$ cat src/rtl/xctx_pkg.sv
package xctx_pkg;

  typedef enum logic [1:0] {
    ACC_FETCH = 2'd0,
    ACC_LOAD  = 2'd1,
    ACC_STORE = 2'd2
  } acc_e;

  // Strobes from control to datapath, valid in the request cycle
  typedef struct packed {
    logic capture;     // register a response
    logic bypass;      // real-mode path
    logic fault;       // segment fault
    logic faultInstr;  // fault is on the fetch side
    logic latchAddr;   // record faulting address
    logic keepPart;    // pass current partition ID
    logic keepProc;    // pass current process ID
  } ctl_strobe_t;

endpackage

$ cat src/rtl/xctx_ctrl.sv
module xctx_ctrl
  import xctx_pkg::*;
(
  input  logic        reqValid,
  input  logic        hvMode,
  input  logic        relocOn,
  input  logic [1:0]  accType,
  input  logic [1:0]  quad,
  input  logic        rsvHit,
  output ctl_strobe_t strobe
);

  logic legal;
  logic keepPart;
  logic keepProc;
  logic bypass;
  logic fault;
  logic isFetch;

  // Quadrant map differs between hypervisor and guest
  always_comb begin
    legal    = 1'b1;
    keepPart = 1'b0;
    keepProc = 1'b0;
    unique case ({hvMode, quad})
      3'b1_00: begin keepPart = 1'b0; keepProc = 1'b1; end
      3'b1_01: begin keepPart = 1'b1; keepProc = 1'b1; end
      3'b1_10: begin keepPart = 1'b1; keepProc = 1'b0; end
      3'b1_11: begin keepPart = 1'b0; keepProc = 1'b0; end
      3'b0_00: begin keepPart = 1'b1; keepProc = 1'b1; end
      3'b0_11: begin keepPart = 1'b1; keepProc = 1'b0; end
      default: legal = 1'b0;
    endcase
  end

  assign bypass  = hvMode && !relocOn;
  assign fault   = !bypass && (rsvHit || !legal);
  assign isFetch = (accType == ACC_FETCH);

  always_comb begin
    strobe            = '0;
    strobe.capture    = reqValid;
    strobe.bypass     = bypass;
    strobe.fault      = fault;
    strobe.faultInstr = fault && isFetch;
    strobe.latchAddr  = reqValid && fault && !isFetch;
    strobe.keepPart   = keepPart;
    strobe.keepProc   = keepProc;
  end

endmodule

$ cat src/rtl/xctx_datapath.sv
module xctx_datapath
  import xctx_pkg::*;
#(
  parameter int ADDR_W = 64,
  parameter int PART_W = 12,
  parameter int PROC_W = 20,
  parameter bit REG_OUT = 1'b1
) (
  input  logic              clk,
  input  logic              rstN,
  input  ctl_strobe_t       strobe,
  input  logic [ADDR_W-1:0] ea,
  input  logic [PART_W-1:0] curPartId,
  input  logic [PROC_W-1:0] curProcId,
  input  logic [ADDR_W-1:0] hrmor,
  output logic [1:0]        quad,
  output logic              rsvHit,
  output logic              rspValid,
  output logic              ctxValid,
  output logic [PART_W-1:0] partIdOut,
  output logic [PROC_W-1:0] procIdOut,
  output logic              realValid,
  output logic [ADDR_W-1:0] realAddr,
  output logic [2:0]        permRwx,
  output logic              segFault,
  output logic              faultIsInstr,
  output logic [ADDR_W-1:0] faultAddr
);

  localparam int QUAD_LSB = ADDR_W - 2;
  localparam int RSV_HI   = ADDR_W - 3;
  localparam int RSV_LSB  = ADDR_W - 12;
  localparam int CLR_W    = 4;
  localparam int KEEP_W   = ADDR_W - CLR_W;

  logic              nCtx;
  logic [PART_W-1:0] nPart;
  logic [PROC_W-1:0] nProc;
  logic [ADDR_W-1:0] realBase;
  logic [ADDR_W-1:0] nReal;
  logic [2:0]        nPerm;
  logic [ADDR_W-1:0] faultAddrQ;

  assign quad   = ea[ADDR_W-1:QUAD_LSB];
  assign rsvHit = |ea[RSV_HI:RSV_LSB];

  assign nCtx     = !strobe.bypass && !strobe.fault;
  assign nPart    = (nCtx && strobe.keepPart) ? curPartId : '0;
  assign nProc    = (nCtx && strobe.keepProc) ? curProcId : '0;
  assign realBase = {{CLR_W{1'b0}}, ea[KEEP_W-1:0]};
  assign nReal    = strobe.bypass ?
                    (realBase | (ea[ADDR_W-1] ? '0 : hrmor)) : '0;
  assign nPerm    = strobe.bypass ? 3'b111 : 3'b000;

  // Fault address record: updated only by data-side faults
  always_ff @(posedge clk or negedge rstN) begin
    if (!rstN) faultAddrQ <= '0;
    else if (strobe.latchAddr) faultAddrQ <= ea;
  end

  generate
    if (REG_OUT) begin : g_reg
      always_ff @(posedge clk or negedge rstN) begin
        if (!rstN) begin
          rspValid     <= 1'b0;
          ctxValid     <= 1'b0;
          partIdOut    <= '0;
          procIdOut    <= '0;
          realValid    <= 1'b0;
          realAddr     <= '0;
          permRwx      <= '0;
          segFault     <= 1'b0;
          faultIsInstr <= 1'b0;
        end else begin
          rspValid <= strobe.capture;
          if (strobe.capture) begin
            ctxValid     <= nCtx;
            partIdOut    <= nPart;
            procIdOut    <= nProc;
            realValid    <= strobe.bypass;
            realAddr     <= nReal;
            permRwx      <= nPerm;
            segFault     <= strobe.fault;
            faultIsInstr <= strobe.faultInstr;
          end
        end
      end
      assign faultAddr = faultAddrQ;
    end else begin : g_comb
      assign rspValid     = strobe.capture;
      assign ctxValid     = nCtx;
      assign partIdOut    = nPart;
      assign procIdOut    = nProc;
      assign realValid    = strobe.bypass;
      assign realAddr     = nReal;
      assign permRwx      = nPerm;
      assign segFault     = strobe.fault;
      assign faultIsInstr = strobe.faultInstr;
      assign faultAddr    = strobe.latchAddr ? ea : faultAddrQ;
    end
  endgenerate

endmodule

$ cat src/rtl/xctx_decoder.sv
module xctx_decoder
  import xctx_pkg::*;
#(
  parameter int ADDR_W = 64,
  parameter int PART_W = 12,
  parameter int PROC_W = 20,
  parameter bit REG_OUT = 1'b1
) (
  input  logic              clk,
  input  logic              rstN,
  input  logic              reqValid,
  input  logic [ADDR_W-1:0] ea,
  input  logic [1:0]        accType,
  input  logic              hvMode,
  input  logic              relocOn,
  input  logic [PART_W-1:0] curPartId,
  input  logic [PROC_W-1:0] curProcId,
  input  logic [ADDR_W-1:0] hrmor,
  output logic              rspValid,
  output logic              ctxValid,
  output logic [PART_W-1:0] partIdOut,
  output logic [PROC_W-1:0] procIdOut,
  output logic              realValid,
  output logic [ADDR_W-1:0] realAddr,
  output logic [2:0]        permRwx,
  output logic              segFault,
  output logic              faultIsInstr,
  output logic [ADDR_W-1:0] faultAddr
);

  ctl_strobe_t strobe;
  logic [1:0]  quad;
  logic        rsvHit;

  xctx_ctrl u_ctrl (
    .reqValid (reqValid),
    .hvMode   (hvMode),
    .relocOn  (relocOn),
    .accType  (accType),
    .quad     (quad),
    .rsvHit   (rsvHit),
    .strobe   (strobe)
  );

  xctx_datapath #(
    .ADDR_W  (ADDR_W),
    .PART_W  (PART_W),
    .PROC_W  (PROC_W),
    .REG_OUT (REG_OUT)
  ) u_dp (
    .clk          (clk),
    .rstN         (rstN),
    .strobe       (strobe),
    .ea           (ea),
    .curPartId    (curPartId),
    .curProcId    (curProcId),
    .hrmor        (hrmor),
    .quad         (quad),
    .rsvHit       (rsvHit),
    .rspValid     (rspValid),
    .ctxValid     (ctxValid),
    .partIdOut    (partIdOut),
    .procIdOut    (procIdOut),
    .realValid    (realValid),
    .realAddr     (realAddr),
    .permRwx      (permRwx),
    .segFault     (segFault),
    .faultIsInstr (faultIsInstr),
    .faultAddr    (faultAddr)
  );

endmodule

$ cat config.mk
export PLATFORM = sky130hd
export DESIGN_NAME = xctx_decoder
export DESIGN_NICKNAME = d
export VERILOG_FILES = /design/src/rtl/xctx_pkg.sv /design/src/rtl/xctx_ctrl.sv /design/src/rtl/xctx_datapath.sv /design/src/rtl/xctx_decoder.sv
export SDC_FILE = /design/constraint.sdc
export NUM_CORES = 1
export LEC_CHECK = 0
export BUFFER_PORTS_ARGS = -buffer_cell sky130_fd_sc_hd__buf_2
export CORE_AREA = 2 2 129 131
export DETAILED_ROUTE_END_ITERATION = 6
export DIE_AREA = 0 0 131 133
export PLACE_DENSITY = 0.74
export RECOVER_POWER = 100
export SYNTH_ARGS = -nofsm -noshare
export SYNTH_HDL_FRONTEND = slang
export SYNTH_HIERARCHICAL = 1
export SYNTH_SLANG_ARGS = --single-unit
$ cat constraint.sdc
create_clock -name clk -period 1.1 [get_ports clk]
set_input_delay 0.165 -clock clk [delete_from_list [all_inputs] [get_ports clk]]
set_output_delay 0.165 -clock clk [all_outputs]
set_load 0.01 [all_outputs]
==> run summary, run 1 <==
port bufs: 334
most frequent cells in the layout: 258 x buf_2, 164 x dfrtp_1, 101 x buf_4, 98 x inv_1, 88 x dlygate4sd3_1
CTS tree: done
Finished Core Util: 71.0%
violated checks: setup timing
max_cap viols: 0
CP peak stage delay: 0.36 ns
grt ovf: 0
crit path time final: 1.37 ns
Die Height: 133 microns
Nets: 1274
clock sinks: 165
hold path startpoint: hrmor[2]
sequential standard cell area: 4130 sq um
Detailed Route WL: 24800 microns
vias in the first global route: 6923
Critical path buffers and inverters: 3
Worst Hold End: u_dp/realAddr[2]$_DFFE_PN0P_
Pleak: 5.72 nW
number of DRC violations after detailed-routing iteration 0: 384
#FFs+latches synth: 165
Routability Congestion: 0.840
WS Path Type: in2reg
Fmax: 729 MHz
syn_area_per_cell: 11.4 sq um
Slowest-stage cell, CP: nor4_4
CTS buffer count: 17
worst r2r src: u_dp/faultAddr[50]$_DFFE_PN0P_
clk buf depth: 2
delay-heaviest family, CP: simple AND/OR/NAND/NOR gates
WL/cell: 18.5 microns
worst reg2reg path endpoint: u_dp/faultAddr[50]$_DFFE_PN0P_
Finish-stage setup viols: 209
Placed Cells: 1138
CTS root buffer: clkbuf_16
mapped cell area: 6720 sq um
startpoint types: input pin
r2r worst-path depth: 3
setup ws final: -0.273 ns
worst slew margin relative to its limit: 62.9%
CP Capture Type: flip-flop
Ys Warns: 6
worst-path cell chain: buf_8 -> nor4_4 -> nand3_2 -> a21boi_2 -> buf_4 -> a211oi_4 -> buf_12 -> mux2_2
via count: 6662
CORE AREA: 16200 sq um
fraction of layout cells with a size suffix above 1: 52.9%
fin cells: 1341
CTS HTree Levels: 4
Layout area overhead: 70.9%
crit share post-route: 125%
Slew Limit Fails: 0
pin count of the biggest net entering global routing: 47
Crit Path Max Fanout: 34
Clock transition at path regs: 0.07 ns
Starting Density: 41.5%
hold path cells: 3
Post-DP HPWL: 14100 microns
die area: 17400 sq um
worst hold path class: in2reg
Pwr Density: 1460 nW/um^2
clock latency on the worst-skew pair: 0.41 ns
DRC Markers: 0
fillcell total: 1050
Distinct cells, synth: 21
Pre-antenna DRT Iters: 5
VDD IR max: 942 uV
GRT Total Usage: 25.7%
multi-input logic area: 2100 sq um
Least-Margin Pin Slew: 0.557 ns
die width: 131 microns
Vias per Instance: 4.97
WP data arrival: 1.67 ns
Mapped Nets: 754
initial antenna violation count: 2
Critical Path RT: 1.40 ns
Core Rows: 47
RSZ-0062 raised after global routing: yes
first-pass GRT wire length: 34500 microns
DRT antenna net count: 0
sequential area share after synthesis: 61.5%
I/O pins: 335
Setup Skew: 0 ns
status: complete, but fails checks
final hold viol count: 0
most common cell after layout, fill and taps aside: buf_2
Post-Synthesis Cells: 587
r2r setup slk: 0.07 ns
[where the power goes]
part	internal, W	switching (W)
registers	0.00667	0.000385
clock network	0.00364	0.00245
logic	0.00201	0.00161
total	0.0123	0.00445
[routing by layer]
layer	GRT usage [%]	part of all wire, %
met1	27.5	35
met2	47.7	54
met4	9.28	3.6
met5	0	0
met3	7.00	7.4
[worst reg2reg max path, delay by kind of cell (launching register included)]
family	cells	cell delay, ns
buf+inv	2	0.27
flops	1	0.39
mux	1	0.26
[how the worst max path moves through the flow]
stage,slack [ns],depth (start not counted),endpoint,startpoint
after floorplan,-0.40,9,u_dp/procIdOut[19]$_DFFE_PN0P_,ea[59]
after global placement,-0.73,8,u_dp/procIdOut[5]$_DFFE_PN0P_,ea[55]
after detailed placement,-0.82,8,u_dp/procIdOut[9]$_DFFE_PN0P_,ea[55]
after CTS,-0.23,8,u_dp/faultAddr[48]$_DFFE_PN0P_,ea[55]
after global routing,-0.33,8,u_dp/faultAddr[34]$_DFFE_PN0P_,ea[54]
final,-0.27,8,u_dp/faultAddr[34]$_DFFE_PN0P_,ea[54]
[repair_timing]
action,CTS,global route
setup endpoints to repair,264,273
cloned,3,1
endpoints found under the hold margin,239,0
resized for setup,47,70
pin swaps,6,14
buffers inserted,37,42
hold buffers,88,0
[final cells by class]
class,instances,area share (%)
flip-flops and latches,165,36.0
repair buffers,541,34.8
multi-input cells,282,18.3
clock buffers,20,3.89
inverters,100,3.29
well taps,220,2.40
clock inverters,11,1.31
diodes,2,0.0436
[flip-flops by register name, summed over array words and instances (netlist names)]
name and flops:
u_dp/realAddr 64, u_dp/procIdOut 20, u_dp/permRwx 1, u_dp/partIdOut 12, u_dp/rspValid 1, u_dp/faultAddr 64
u_dp/segFault 1, u_dp/faultIsInstr 1, u_dp/ctxValid 1
[cells in the mapped netlist (all sizes together)]
library cell	n	share of area [%]
dfrtp	165	61
inv	100	5.6
mux2	67	11
o22ai	64	6.0
a21oi	62	4.6
nand2	38	2.1
buf	36	4.2
o21ai	34	2.8
clkbuf	8	0.45
nor2	3	0.17
and4bb	2	0.48
nor4	2	0.19
xnor2	2	0.26
a2111oi	1	0.22
a211oi	1	0.11
a21boi	1	0.11
nand3	1	0.074
[cells by family (layout without fill, tap and decap cells)]
group / count (synthesis) / after routing / synth area share [%]
other: 0 / 2 / 0
DFF: 165 / 165 / 61.5
muxes: 67 / 67 / 11.2
AOI/OAI and AO/OA: 163 / 163 / 13.8
xor gates and xnor gates: 2 / 2 / 0.261
and+or+nand+nor: 46 / 50 / 3.04
buffers and inverters: 144 / 672 / 10.2
[per-stage QoR]
stage | hold WS, ns | total power [W] | area [sq um] | setup TNS, ns | setup WS [ns]
after detailed placement | 0.0945 | 0.00973 | 8850 | -88.05 | -0.820
after floorplan | -0.131 | 0.00830 | 6750 | -36.00 | -0.398
after global routing | 0.00584 | 0.0174 | 11500 | -36.70 | -0.331
after global placement | 0.0921 | 0.00965 | 8850 | -80.86 | -0.730
after CTS | 0.00104 | 0.0164 | 10900 | -22.14 | -0.234
final | 0.0162 | 0.0168 | 11500 | -23.94 | -0.273
No activity file was read; power rests on OpenSTA's default activity.
==> run 2: changes to the inputs <==
Settings changed: CORE_AREA 2 2 129 131 to 2 2 131 133, DIE_AREA 0 0 131 133 to 0 0 133 135, PLACE_DENSITY 0.74 to 0.71, SYNTH_HIERARCHICAL 1 to unset.
==> run 2 against run 1 <==
  * The run still ends with setup timing left
  * Hold slack gained 0.0020 ns
  * Fmax shrank 3.1%
  * Design area grew 2.0%
  * Final cell count shrank 5.4%
  * Non-clock buffer count grew 24
  * Largest cell class is now non-clock buffers
  * Worst setup slack lost 0.044 ns
==> run summary, run 2 <==
die area: 18000 sq um
fillcell total: 1053
I/O pins: 335
internal power: 0.0122 W
clock network power share: 35.6%
setup ws final: -0.317 ns
Detailed Route WL: 25200 microns
Placed Cells: 1046
Slew Limit Fails: 0
Finish-stage setup viols: 250
grt ovf: 0
startpoint types: input pin
first-pass GRT wire length: 34500 microns
Setup Skew: 0 ns
final hold viol count: 0
pre-CTS WS: -0.763 ns
Pwr Density: 1430 nW/um^2
port bufs: 334
Pleak: 6.09 nW
clock sinks: 165
Core Rows: 47
synth cell count leaders: 165 x dfrtp_1, 98 x o2bb2ai_1, 62 x mux2_2, 61 x a21oi_1
Post-synth EDFFs: 0
Crit path depth: 6
most common cell after layout, fill and taps aside: buf_2
Least-Margin Pin Slew: 0.897 ns
Routability Congestion: 0.827
Distinct cells, synth: 26
via count: 6524
hold path cells: 2
clock latency on the worst-skew pair: 0.41 ns
crit path time final: 1.42 ns
most instantiated library cell after synthesis: dfrtp_1
CP Capture Type: flip-flop
Crit Path Max Fanout: 17
antenna diode instance count: 0
switch share: 27.1%
#FFs+latches synth: 165
Starting Density: 39.6%
Setup TNS: -20.25 ns
FFs w/ async S/R, synth: 100%
Comb pwr share: 22.6%
prevailing post-synth register cell: dfrtp_1
delay-heaviest family, CP: simple AND/OR/NAND/NOR gates
worst-path cell chain: buf_6 -> or4_4 -> o21ai_4 -> buf_12 -> clkbuf_16 -> mux2_2
multi-input logic area: 2400 sq um
top cell type by total area after synthesis: dfrtp_1
part of the power in registers: 41.9%
pin count of the biggest net entering global routing: 99
syn_area_per_cell: 13.3 sq um
sequential area share after synthesis: 63.5%
worst slew margin relative to its limit: 40.2%
sequential standard cell area: 4130 sq um
r2r worst-path depth: 3
WP data arrival: 1.72 ns
CP peak stage delay: 0.55 ns
VDD IR max: 998 uV
Layout area overhead: 80.2%
Ys Warns: 0
Critical Path RT: 1.40 ns
crit share post-route: 129%
GRT Total Usage: 24.8%
CORE AREA: 16400 sq um
worst hold slack: 0.0182 ns
Vias per Instance: 5.14
RSZ-0062 raised after global routing: yes
CTS root buffer: clkbuf_16
Post-DP HPWL: 13800 microns
post-synth top area share: 63.5%
most frequent cells in the layout: 262 x buf_2, 164 x dfrtp_1, 133 x buf_4, 79 x o2bb2ai_1, 78 x dlygate4sd3_1
vias in the first global route: 6638
CTS buffer count: 17
Clock transition at path regs: 0.07 ns
Pre-antenna DRT Iters: 4
fraction of layout cells with a size suffix above 1: 57.8%
violated checks: setup timing
fin cells: 1269
Synth area leaders: dfrtp_1 64%, o2bb2ai_1 13%, mux2_2 11%, a21oi_1 4.7%, clkbuf_1 1.3%
Fmax: 706 MHz
Die Height: 135 microns
mapped cell area: 6500 sq um
WS Path Type: in2reg
status: complete, but fails checks
Critical path buffers and inverters: 3
WL/cell: 19.9 microns
Mapped Nets: 655
clk buf depth: 2
Finished Core Util: 71.4%
DRT antenna net count: 0
DRC Markers: 0
CTS tree: done
worst hold path class: in2reg
max_cap viols: 0
CTS HTree Levels: 4
initial antenna violation count: 0
number of DRC violations after detailed-routing iteration 0: 275
Nets: 1203
NetSw: 0.00453 W
Post-Synthesis Cells: 488
die width: 133 microns
Slowest-stage cell, CP: or4_4
run 2: kinds of logic after synthesis:
kind of cell              after synthesis  share of synthesized area [%]
buffers and inverters                  60                           4.35
muxes                                  62                           10.7
xor gates and xnor gates                2                          0.270
and+or+nand+nor                        34                           2.39
DFF                                   165                           63.5
AOI/OAI and AO/OA                     165                           18.7
run 2: routing by layer:
layer  GRT usage (%)  wire length [microns]  up-vias
li1                -                      -     2881
met1            29.0                   9460     3219
met2            42.6                  13000      344
met3            6.68                   1730       80
met4            11.9                   1030        0
met5               0                      0        -
run 2: what timing repair did:
item                       4_1_cts  5_1_grt
hold buffers                    77        1
cloned                           1        1
hold endpoints to repair       244        1
gates resized for setup         58       67
pin swaps                        0        5
setup buffers                   59       53
setup endpoints to repair      231      247
run 2: through the flow:
stage | power [W] | instance area (sq um)
5_1_grt | 0.0173 | 11700
3_3_place_gp | 0.00951 | 8840
4_1_cts | 0.0162 | 11000
3_5_place_dp | 0.00957 | 8840
6_report | 0.0167 | 11700
2_1_floorplan | 0.00813 | 6680
run 2: power by group through the flow:
stage,Clock [W],Sequential [W],Combinational (W)
after floorplan,0,0.00727,0.000865
after global placement,0,0.00698,0.00253
after detailed placement,0,0.00699,0.00258
after CTS,0.00602,0.00693,0.00325
after global routing,0.00630,0.00705,0.00398
final,0.00595,0.00700,0.00377
run 2: cell type report:
class	count	area share [%]
multi-input cells	263	20.5
clock buffers	19	3.70
clock inverters	13	1.26
flip-flops and latches	165	35.3
inverters	24	0.769
well taps	220	2.35
repair buffers	565	36.2
run 2: path summary, 6_finish.rpt:
path,start,to,slack (ns)
setup reg to reg,u_dp.faultAddr[57]$_DFFE_PN0P_,u_dp.faultAddr[57]$_DFFE_PN0P_,0.07
hold reg to reg,u_dp.realAddr[9]$_DFFE_PN0P_,u_dp.realAddr[9]$_DFFE_PN0P_,0.49
hold / removal,ea[40],u_dp.faultAddr[40]$_DFFE_PN0P_,0.02
min in group asynchronous,rstN,u_dp.partIdOut[11]$_DFFE_PN0P_,0.41
max in group asynchronous,rstN,u_dp.faultAddr[34]$_DFFE_PN0P_,-0.03
setup / recovery,ea[58],u_dp.faultAddr[49]$_DFFE_PN0P_,-0.32
==> run 3: changes to the inputs <==
--- a/config.mk
+++ b/config.mk
@@ -6,9 +6,9 @@
 export NUM_CORES = 1
 export LEC_CHECK = 0
-export BUFFER_PORTS_ARGS = -buffer_cell sky130_fd_sc_hd__buf_2
 export CORE_AREA = 2 2 131 133
 export DETAILED_ROUTE_END_ITERATION = 6
 export DIE_AREA = 0 0 133 135
-export PLACE_DENSITY = 0.71
+export DONT_BUFFER_PORTS = 1
+export HOLD_SLACK_MARGIN = 0.12
 export RECOVER_POWER = 100
 export SYNTH_ARGS = -nofsm -noshare
==> constraint.sdc (replaced) <==
create_clock -name clk -period 1.1 [get_ports clk]
set_input_delay 0.11 -clock clk [delete_from_list [all_inputs] [get_ports clk]]
set_output_delay 0.11 -clock clk [all_outputs]
set_load 0.01 [all_outputs]
==> run 3 against run 2 <==
  * Area after synthesis unchanged
  * Synthesized cell count unchanged
  * The run now fails in 4_1_cts
==> run summary, run 3 <==
status: did not finish
Halt Stage: 4_1_cts
First Err: [ERROR RSZ-0060] Max buffer count reached.
Compound-Gate Fraction of Synth Area: 18.7%
FFs w/ async S/R, synth: 100%
post-synth top area share: 63.5%
largest family of logic cells by synthesized area: compound AO/OA/AOI/OAI gates
Die Height: 135 microns
Post-synth EDFFs: 0
mapped cell area: 6500 sq um
XOR/XNOR Fraction of Synth Area: 0.270%
Simple-Gate Fraction of Synth Area: 2.39%
sequential area share after synthesis: 63.5%
post-CTS setup buffer count: 3
CTS HTree Levels: 4
port bufs: 0
synth cell count leaders: 165 x dfrtp_1, 98 x o2bb2ai_1, 62 x mux2_2, 61 x a21oi_1
Routability Congestion: 0.777
CTS root buffer: clkbuf_16
prevailing post-synth register cell: dfrtp_1
# resized after CTS: 13
Core Rows: 47
Mapped Nets: 655
syn_area_per_cell: 13.3 sq um
Synth Area in Adders: 0%
I/O pins: 335
#FFs+latches synth: 165
Distinct cells, synth: 26
top cell type by total area after synthesis: dfrtp_1
CTS buffer count: 17
clock sinks: 165
post-synthesis mux area share: 10.7%
clk buf depth: 2
Post-Synthesis Cells: 488
Starting Density: 39.6%
Ys Warns: 0
Post-CTS Hold Buffers: 147
die width: 133 microns
most instantiated library cell after synthesis: dfrtp_1
Post-DP HPWL: 11600 microns
Synth area leaders: dfrtp_1 64%, o2bb2ai_1 13%, mux2_2 11%, a21oi_1 4.7%, clkbuf_1 1.3%
-- run 3: cell counts after synthesis --
No cell type changed its count.
-- run 3: logic make-up after synthesis --
family | Yosys count
xor gates and xnor gates | 2
DFF | 165
muxes | 62
AOI/OAI and AO/OA | 165
and+or+nand+nor | 34
buffers and inverters | 60
-- run 3: metrics by stage --
step / hold WS (ns) / worst slack, ns / util, % / cells / instance area [sq um]
after floorplan: -0.186 / -0.495 / - / 488 / 6510
after global placement: -0.183 / -0.534 / 41.7 / 694 / 6840
after detailed placement: -0.182 / -0.603 / 41.7 / 694 / 6840
==> run 4: changes to the inputs <==
Settings changed: CORE_AREA 2 2 131 133 to unset, CORE_MARGIN set to 1.5, CORE_UTILIZATION set to 30, DIE_AREA 0 0 133 135 to unset, HOLD_SLACK_MARGIN 0.12 to unset, PLACE_DENSITY_LB_ADDON set to 0.15.
==> run 4 against run 3 <==
  * The run again fails in 4_1_cts
  * Synthesized cell count is the same
  * Area after synthesis is the same
==> run summary, run 4 <==
status: did not finish
Halt Stage: 4_1_cts
First Err: [ERROR RSZ-0060] Max buffer count reached.
synth cell count leaders: 165 x dfrtp_1, 98 x o2bb2ai_1, 62 x mux2_2, 61 x a21oi_1
FFs w/ async S/R, synth: 100%
Mapped Nets: 655
Ys Warns: 0
Post-CTS Hold Buffers: 158
sequential area share after synthesis: 63.5%
Distinct cells, synth: 26
most instantiated library cell after synthesis: dfrtp_1
pre-CTS WS: -0.612 ns
Routability Congestion: 0.778
#FFs+latches synth: 165
CTS HTree Levels: 4
Placed Cells: 749
Post-DP HPWL: 12200 microns
CTS root buffer: clkbuf_16
mapped cell area: 6500 sq um
Die Height: 150 microns
clk buf depth: 2
Synth area leaders: dfrtp_1 64%, o2bb2ai_1 13%, mux2_2 11%, a21oi_1 4.7%, clkbuf_1 1.3%
port bufs: 0
Post-synth EDFFs: 0
syn_area_per_cell: 13.3 sq um
post-synth top area share: 63.5%
die width: 150 microns
Core Rows: 53
CTS buffer count: 17
prevailing post-synth register cell: dfrtp_1
Post-Synthesis Cells: 488
I/O pins: 335
# resized after CTS: 20
Starting Density: 30.7%
clock sinks: 165
top cell type by total area after synthesis: dfrtp_1
post-CTS setup buffer count: 3
-- run 4: cell families after synthesis --
family | Yosys count | share of synthesized area (%)
AOI/OAI and AO/OA | 165 | 18.7
DFF | 165 | 63.5
muxes | 62 | 10.7
buffers and inverters | 60 | 4.35
and+or+nand+nor | 34 | 2.39
xor gates and xnor gates | 2 | 0.270
-- run 4: stage by stage --
| step | area (sq um) | TNS [ns] |
|---|---|---|
| after floorplan | 6510 | -30.51 |
| after global placement | 6900 | -43.88 |
| after detailed placement | 6900 | -50.82 |
